### src/rtl/cfg_pkg.sv
package cfg_pkg;
    localparam logic [7:0] IX_LDN  = 8'h07;
    localparam logic [7:0] IX_GLOB = 8'h22;
    localparam logic [7:0] IX_ACT  = 8'h30;
    localparam logic [7:0] IX_BHI  = 8'h60;
    localparam logic [7:0] IX_BLO  = 8'h61;
    localparam logic [7:0] IX_PSEL = 8'hF0;
    localparam logic [7:0] IX_PCFG = 8'hF1;

    typedef struct packed {
        logic        act;
        logic [15:0] base;
    } bank_t;

    typedef struct packed {
        logic [7:0] index;
        logic [7:0] ldn;
        logic [7:0] glob;
        logic [7:0] psel;
        logic [7:0] pcfg;
    } core_t;
endpackage

### src/rtl/cfg_busdec.sv
module cfg_busdec #(
    parameter logic [15:0] IDX_ADDR = 16'h002E,
    parameter logic [15:0] DAT_ADDR = 16'h002F
) (
    input  logic        clk,
    input  logic        rst_n,
    input  logic [15:0] io_addr,
    input  logic        io_wr,
    input  logic        io_rd,
    output logic        idx_wr,
    output logic        idx_rd,
    output logic        dat_wr,
    output logic        dat_rd
);
    always_comb begin
        idx_wr = io_wr && (io_addr == IDX_ADDR);
        idx_rd = io_rd && (io_addr == IDX_ADDR);
        dat_wr = io_wr && (io_addr == DAT_ADDR);
        dat_rd = io_rd && (io_addr == DAT_ADDR);
    end

    // the two port strobes never fire together
    p_port_excl_r10: assert property (@(posedge clk) disable iff (!rst_n)
        !(idx_wr && dat_wr) && !(idx_rd && dat_rd));
endmodule

### src/rtl/cfg_ldev_bank.sv
module cfg_ldev_bank
    import cfg_pkg::*;
#(
    parameter logic [15:0] BASE_RST = 16'h0400
) (
    input  logic        clk,
    input  logic        rst_n,
    input  logic        we,
    input  logic [7:0]  index,
    input  logic [7:0]  wdata,
    output logic        active,
    output logic [15:0] base,
    output logic [7:0]  rd_val
);
    bank_t bank_d, bank_q;

    always_comb begin
        bank_d = bank_q;
        if (we) begin
            case (index)
                IX_ACT:  bank_d.act        = wdata[0];
                IX_BHI:  bank_d.base[15:8] = wdata;
                IX_BLO:  bank_d.base[7:0]  = wdata;
                default: ;
            endcase
        end
        case (index)
            IX_ACT:  rd_val = {7'b0, bank_q.act};
            IX_BHI:  rd_val = bank_q.base[15:8];
            IX_BLO:  rd_val = bank_q.base[7:0];
            default: rd_val = 8'h00;
        endcase
    end

    always_ff @(posedge clk) begin
        if (!rst_n) bank_q <= '{act: 1'b0, base: BASE_RST};
        else        bank_q <= bank_d;
    end

    assign active = bank_q.act;
    assign base   = bank_q.base;

    // a bank holds its state unless its own write strobe fires
    p_bank_hold_r5: assert property (@(posedge clk) disable iff (!rst_n)
        !we |=> $stable(active) && $stable(base));
    p_act_load_r3: assert property (@(posedge clk) disable iff (!rst_n)
        (we && index == IX_ACT) |=> active == $past(wdata[0]));
endmodule

### src/rtl/cfg_port.sv
module cfg_port
    import cfg_pkg::*;
#(
    parameter int          NUM_DEV   = 8,
    parameter int          GPIO_LDN  = 7,
    parameter logic [15:0] IDX_ADDR  = 16'h002E,
    parameter logic [15:0] DAT_ADDR  = 16'h002F,
    parameter logic [15:0] BASE_ROOT = 16'h0400,
    parameter logic [15:0] BASE_STEP = 16'h0040
) (
    input  logic                  clk,
    input  logic                  rst_n,
    input  logic [15:0]           io_addr,
    input  logic                  io_wr,
    input  logic                  io_rd,
    input  logic [7:0]            io_wdata,
    output logic [7:0]            io_rdata,
    output logic [NUM_DEV-1:0]    dev_active,
    output logic [NUM_DEV*16-1:0] dev_base,
    output logic [7:0]            gpio_pin_sel,
    output logic [7:0]            gpio_pin_cfg,
    output logic [7:0]            glob_cfg
);
    localparam logic [7:0] GPIO_NUM = 8'(GPIO_LDN);
    localparam logic [8:0] DEV_LIM  = 9'(NUM_DEV);

    logic idx_wr, idx_rd, dat_wr, dat_rd;
    core_t core_d, core_q;
    logic [NUM_DEV-1:0] bank_we;
    logic [7:0] bank_rd [NUM_DEV];
    logic [7:0] dat_val;
    logic       gpio_sel;

    cfg_busdec #(.IDX_ADDR(IDX_ADDR), .DAT_ADDR(DAT_ADDR)) u_dec (
        .clk(clk), .rst_n(rst_n), .io_addr(io_addr), .io_wr(io_wr), .io_rd(io_rd),
        .idx_wr(idx_wr), .idx_rd(idx_rd), .dat_wr(dat_wr), .dat_rd(dat_rd)
    );

    for (genvar i = 0; i < NUM_DEV; i++) begin : g_bank
        localparam logic [15:0] RST_I = 16'(BASE_ROOT + BASE_STEP * i);
        assign bank_we[i] = dat_wr && (core_q.ldn == 8'(i));
        cfg_ldev_bank #(.BASE_RST(RST_I)) u_bank (
            .clk(clk), .rst_n(rst_n), .we(bank_we[i]), .index(core_q.index),
            .wdata(io_wdata), .active(dev_active[i]),
            .base(dev_base[16*i +: 16]), .rd_val(bank_rd[i])
        );
    end

    always_comb begin
        core_d   = core_q;
        gpio_sel = (core_q.ldn == GPIO_NUM);
        if (idx_wr) core_d.index = io_wdata;
        if (dat_wr) begin
            case (core_q.index)
                IX_LDN:  core_d.ldn  = io_wdata;
                IX_GLOB: core_d.glob = io_wdata;
                IX_PSEL: if (gpio_sel) core_d.psel = io_wdata;
                IX_PCFG: if (gpio_sel) core_d.pcfg = io_wdata;
                default: ;
            endcase
        end
        dat_val = 8'h00;
        case (core_q.index)
            IX_LDN:  dat_val = core_q.ldn;
            IX_GLOB: dat_val = core_q.glob;
            IX_PSEL: dat_val = gpio_sel ? core_q.psel : 8'h00;
            IX_PCFG: dat_val = gpio_sel ? core_q.pcfg : 8'h00;
            default: begin
                for (int i = 0; i < NUM_DEV; i++)
                    if (core_q.ldn == 8'(i)) dat_val = bank_rd[i];
            end
        endcase
        io_rdata = idx_rd ? core_q.index : (dat_rd ? dat_val : 8'h00);
    end

    always_ff @(posedge clk) begin
        if (!rst_n) core_q <= '0;
        else        core_q <= core_d;
    end

    assign gpio_pin_sel = core_q.psel;
    assign gpio_pin_cfg = core_q.pcfg;
    assign glob_cfg     = core_q.glob;

    p_idx_load_r1: assert property (@(posedge clk) disable iff (!rst_n)
        idx_wr |=> core_q.index == $past(io_wdata));
    p_one_bank_r5: assert property (@(posedge clk) disable iff (!rst_n)
        $onehot0(bank_we));
    p_no_bank_r8: assert property (@(posedge clk) disable iff (!rst_n)
        ({1'b0, core_q.ldn} >= DEV_LIM) |=> $stable(dev_active) && $stable(dev_base));
    p_pins_guard_r6: assert property (@(posedge clk) disable iff (!rst_n)
        (core_q.ldn != GPIO_NUM) |=> $stable(gpio_pin_sel) && $stable(gpio_pin_cfg));
    p_rdata_idle_r10: assert property (@(posedge clk) disable iff (!rst_n)
        !io_rd |-> io_rdata == 8'h00);
endmodule

### config.mk
export PLATFORM = sky130hd
export DESIGN_NAME = cfg_port
export DESIGN_NICKNAME = d
export VERILOG_FILES = /design/src/rtl/cfg_pkg.sv /design/src/rtl/cfg_busdec.sv /design/src/rtl/cfg_ldev_bank.sv /design/src/rtl/cfg_port.sv
export SDC_FILE = /design/constraint.sdc
export NUM_CORES = 1
export LEC_CHECK = 0
export BUFFER_PORTS_ARGS = -buffer_cell sky130_fd_sc_hd__buf_2
export CAP_MARGIN = 5
export CORE_ASPECT_RATIO = 1.5
export CORE_MARGIN = 2
export CORE_UTILIZATION = 25
export CTS_CLUSTER_DIAMETER = 120
export DETAILED_ROUTE_END_ITERATION = 10
export PLACE_DENSITY = 0.5
export SYNTH_ARGS = -nofsm -noshare
export SYNTH_HDL_FRONTEND = slang
export SYNTH_HIERARCHICAL = 1
export SYNTH_SLANG_ARGS = --single-unit
export TNS_END_PERCENT = 20
### constraint.sdc
create_clock -name clk -period 5.5 [get_ports clk]
set_input_delay 1.1 -clock clk [delete_from_list [all_inputs] [get_ports clk]]
set_output_delay 1.1 -clock clk [all_outputs]
set_load 0.01 [all_outputs]
[Word-level counts from Yosys, hierarchy flattened]
Cells that the tools add are included.
Operators by class
  reduce and logical (&&, ||, !) cells: 41
  multiplexer cells: 21
  equality and inequality tests: 16
Operators by type and width (count)
  $pmux W8 S3: 8
  $mux W8: 12
  $reduce_and A2 Y1: 26
  $eq A8 B3 Y1 const B: 5
  $eq A16 B6 Y1 const B: 2
  $pmux W8 S4: 1
  $eq A8 B2 Y1 const B: 2
  $eq A8 B6 Y1 const B: 2
  $eq A8 B7 Y1 const B: 2
  $eq A8 B8 Y1 const B: 2
  $logic_and A1 B1 Y1: 12
  $eq A8 B1 Y1 const B: 1
  $logic_not A8 Y1: 1
  $reduce_and A3 Y1: 2
Word-level totals
  bits in registers: 176
  output and inout bits: 168
  bits of input ports: 28
  word-level logic and storage cells: 107

[Depth between registers and ports, before layout]
  depth in word-level cells: 13
  mapped depth: 8
  depth with buffers taken out: 7

[By module]
Netlist, hierarchy kept.
Modules (own cells, without submodules)
  cfg_port: cells an instance 311, times used 1, seq. area each 800.8 sq um, area each 2841.5 sq um
  cfg_ldev_bank (g_bank[7].u_bank): cells an instance 89, times used 1, seq. area each 340.3 sq um, area each 857.1 sq um
  cfg_ldev_bank (g_bank[3].u_bank): cells an instance 88, times used 1, seq. area each 340.3 sq um, area each 850.8 sq um
  cfg_ldev_bank (g_bank[6].u_bank): cells an instance 87, times used 1, seq. area each 340.3 sq um, area each 843.3 sq um
  cfg_ldev_bank (g_bank[5].u_bank): cells an instance 86, times used 1, seq. area each 340.3 sq um, area each 839.6 sq um
  cfg_ldev_bank (g_bank[2].u_bank): cells an instance 86, times used 1, seq. area each 340.3 sq um, area each 837.1 sq um
  cfg_ldev_bank (g_bank[1].u_bank): cells an instance 85, times used 1, seq. area each 340.3 sq um, area each 832.0 sq um
  cfg_ldev_bank (g_bank[4].u_bank): cells an instance 85, times used 1, seq. area each 340.3 sq um, area each 830.8 sq um
  cfg_ldev_bank (g_bank[0].u_bank): cells an instance 84, times used 1, seq. area each 340.3 sq um, area each 823.3 sq um
  cfg_busdec: cells an instance 11, times used 1, seq. area each 0.0 sq um, area each 83.8 sq um

[Worst setup path after synthesis]
Ideal clock, no wire load.
  path type: input to output
  start: in io_addr[9]
  end: out io_rdata[2]
  arrival: 2.809 ns
  stages: 8
  data required time: 4.400 ns
  buffers on the path: 1
  path slack: 1.591 ns
  cell sequence: and4bb_2 > nand4_1 > nor3b_1 > buf_1 > nand2b_1 > nor4_2 > a222oi_1 > a22oi_1
On the way
  elaborated cells between the ends (all ways): 6
  classes of those cells: 2 x eq/ne; 2 x mux; 2 x reduce/logical
RTL lines
  from (decl): RTL line cfg_port.sv:13  | input logic [15:0] io_addr,
  $eq A16 B6 Y1: RTL line cfg_busdec.sv:17  | idx_rd = io_rd && (io_addr == IDX_ADDR);
  $logic_and A1 B1 Y1: RTL line cfg_busdec.sv:17
  via idx_rd: RTL line cfg_port.sv:27  | logic idx_wr, idx_rd, dat_wr, dat_rd;
  $mux W8: RTL line cfg_port.sv:73  | io_rdata = idx_rd ? core_q.index : (dat_rd ? dat_val : 8'h00);
  to (decl): RTL line cfg_port.sv:17  | output logic [7:0] io_rdata,
The timed path passes the listed nets, and every way through them passes these cells.

==> flow_summary.json <==
{
  "status": "finished clean",
  "synthCells": 1012,
  "hold_start": "g_bank[1].u_bank/base[12]",
  "fin_setup_tns_ns": 0,
  "comb_power_share_pct": 3.6,
  "fmax_mhz": 219,
  "endpoint_kind": "output pin",
  "critPathSlowestCell": "dfxtp_2",
  "cts.sinks": 176,
  "dieArea_um2": 40200,
  "h-tree-depth": 4,
  "gr-total-overflow": 0,
  "synth-compound-area-share_pct": 13.8,
  "slowest_delay_ns": 0.95,
  "cts_tree": "yes",
  "synth-seq-cells": 176,
  "synth_area_um2": 9640,
  "clockPowerShare_pct": 47.2,
  "synth_cell_types": 49,
  "intPower_mw": 1.95,
  "swShare_pct": 24.5,
  "arrival_ns": 3.46,
  "rsz0062_at_grt": "no",
  "syn_to_final_growth_pct": 17.4,
  "ys_warn_count": 6,
  "hold_path.class": "reg2reg",
  "yosysTopAreaCell": "dfxtp_1",
  "initial_core_util_pct": 25.2,
  "final_layout_size_suffix_gt1_share_pct": 29.1,
  "path_max_fanout": 31,
  "rows": 88,
  "grt_max_degree": 139,
  "vias": 8352,
  "min_to": "g_bank[1].u_bank/base[12]",
  "die_y_um": 244,
  "relSlewSlack_pct": 33.3,
  "drtPass1Iterations": 7,
  "clk_path_buf_depth": 2,
  "cts_hold_buf": 0,
  "setup.worst_path.start": "core_q[32]",
  "hpwl_mm": 26.6,
  "power_mw": 2.59,
  "crit_family": "flip-flops",
  "num-nets-final": 1168,
  "critPathKind": "reg2out",
  "power_density_nw_per_um2": 229,
  "worstReg2RegEnd": "g_bank[7].u_bank/base[14]",
  "r2r_cells": 6,
  "synth_area_leaders": "dfxtp_1, mux2i_1, nand2_1, nor2b_1, a22o_1",
  "max-vdd-ir-drop_mv": 0.208,
  "grt_pass1_wl_mm": 53.4,
  "post-cts-setup-buffers": 0,
  "power_frac_seq_pct": 49.2,
  "numPortBuffers": 195,
  "final_util_pct": 29.6,
  "async_flop_share_pct": 0,
  "drv_slew": 0,
  "yosysTopAreaCellShare_pct": 36.6,
  "gp_congestion": 0.879,
  "start_kind": "flip-flop",
  "detailedRoute.firstIterationViolations": 723,
  "n_antenna_cell": 0,
  "yosys.area_share.simple_pct": 24.1,
  "clock-root-buffer": "clkbuf_16",
  "track_usage_pct": 18.1,
  "drc_errors": 0,
  "maxCapViolations": 0,
  "numCtsBuffers": 17,
  "rrSetupSlack_ns": 2.57,
  "clk_latency_ns": 0.46,
  "synth-edff-count": 0,
  "synth_seq_area_share_pct": 36.6,
  "hold_depth": 2,
  "postSynthAreaPerCell_um2": 9.52,
  "io_pins": 196,
  "cp_data_required_time_ns": 4.40,
  "clk_pin_slew_ns": 0.08,
  "cp.buffers_inverters": 2,
  "p_sw_mw": 0.634,
  "tightest_slew_ns": 0.999,
  "core_um2": 38200,
  "p_leak_nw": 4.96,
  "period_minus_slack_ns": 4.56,
  "syn-num-nets": 1040,
  "drt-wirelength-per-cell_um": 22.3,
  "hold_viol": 0,
  "period_share_pct": 83.0,
  "synthMuxAreaShare_pct": 18.8,
  "grt_pass1_vias": 8164,
  "dp.cells": 1616,
  "final_cells": 1648,
  "synthAdderAreaFrac_pct": 0,
  "cts_resized": 0,
  "synth_top_family_by_area": "simple AND/OR/NAND/NOR gates",
  "path_cells": "buf_4 > nor4_4 > and2_2 > a22o_2 > mux2i_1 > a221oi_1 > o21ai_0 > a22oi_1 > buf_2",
  "synth_xor_area_share_pct": 0,
  "routed_wl_mm": 36.8,
  "via_per_inst": 5.07,
  "drtAntennaViolNets": 0,
  "setup_viol": 0,
  "clock_skew_ns": 0.0129,
  "r2r_start": "core_q[31]",
  "antenna_found_initial": 0,
  "synthFlopType": "dfxtp_1",
  "die_x_um": 164
}
-- tightest hold or removal path: cells and delay by family, from the launching register on --
kind	cells	cell delay (ns)
muxes	1	0.05
DFF	1	0.33
and+or+nand+nor	1	0.05
-- routing by layer --
metal / global-route usage [%] / up-vias / routed length [um]
met3: 4.04 / 58 / 2230
met5: 0 / - / 0
li1: - / 3925 / -
met2: 32.1 / 277 / 19000
met1: 20.8 / 4092 / 14300
met4: 7.33 / 0 / 1220
-- placed cells by master, fill, tap and decap left out, types with 10 or more instances in the layout --
cell         n
clkbuf_16   17
nor2b_1     57
nand2_1    185
a22o_1      36
o21ai_0     16
nand4_1     15
a221oi_1    16
and3_2      12
o211ai_1    12
dfxtp_1    175
nand3_1     17
nor3_1      10
inv_1       14
nor2_1      13
and3_1      12
mux2i_1    172
buf_2      194
a22o_2      28
-- cells by family (layout without fill, tap and decap cells) --
kind of cell / after synthesis / count (layout)
AO/OA/AOI/OAI: 157 / 157
buffers and inverters: 111 / 252
multiplexers: 180 / 180
flip-flops: 176 / 176
AND/OR/NAND/NOR: 388 / 388
-- sequential cells by signal, indices dropped and copies added, names as in the netlist --
name	cells
gpio_pin_sel	8
g_bank.u_bank/base	128
gpio_pin_cfg	8
g_bank.u_bank/active	8
core_q	16
glob_cfg	8
-- cells in the mapped netlist (3+ instances only) --
master,count
and2_1,7
buf_2,13
dfxtp_1,176
and4bb_4,8
a221o_1,8
a21boi_0,8
a22o_1,36
a22o_2,28
inv_1,14
a22oi_1,8
nor4_4,9
a222oi_1,8
nor2b_1,57
and3_1,12
o211ai_1,12
a221oi_1,16
o2bb2ai_1,8
nand2b_1,3
nand4_1,15
nor2_1,13
nand3_1,17
nor4_2,3
mux2_2,8
nor3b_1,3
a2bb2oi_1,8
nand2_1,185
nor3_1,10
buf_4,28
clkbuf_1,39
mux2i_1,172
and4bb_2,9
buf_6,15
o21ai_0,16
and3_2,12
and4_2,4
nand4_2,9
-- per-stage QoR --
step / hold slack, ns / area (um2) / setup WS (ns)
after global placement: 0.455 / 10700 / 1.20
after CTS: 0.472 / 11300 / 0.959
after floorplan: 0.490 / 9640 / 1.59
final: 0.476 / 11300 / 0.936
after detailed placement: 0.460 / 10700 / 1.15
after global routing: 0.494 / 11300 / 0.810
-- area by class of cell --
type	count	area, um2
fill	4069	26900
multi-input combinational	725	5470
sequential	176	3520
timing repair buffer	205	1070
tap	495	619
clock buffer	19	453
clock inverter	13	124
inverter	15	56.3
-- power by group through the flow --
stage	logic, mW	clock network [mW]	registers, mW
final	0.0938	1.22	1.27
after global routing	0.102	1.30	1.27
after CTS	0.0950	1.25	1.27
after detailed placement	0.0951	0	1.30
after global placement	0.0941	0	1.30
after floorplan	0.0461	0	1.30
-- worst max path at each step --
stage,cells after the start,to,slack [ns]
after global routing,9,io_rdata[3],0.81
after floorplan,8,io_rdata[2],1.59
final,9,io_rdata[5],0.94
after global placement,10,io_rdata[0],1.20
after CTS,9,io_rdata[0],0.96
after detailed placement,10,io_rdata[7],1.15
No activity file was read; power rests on OpenSTA's default activity.
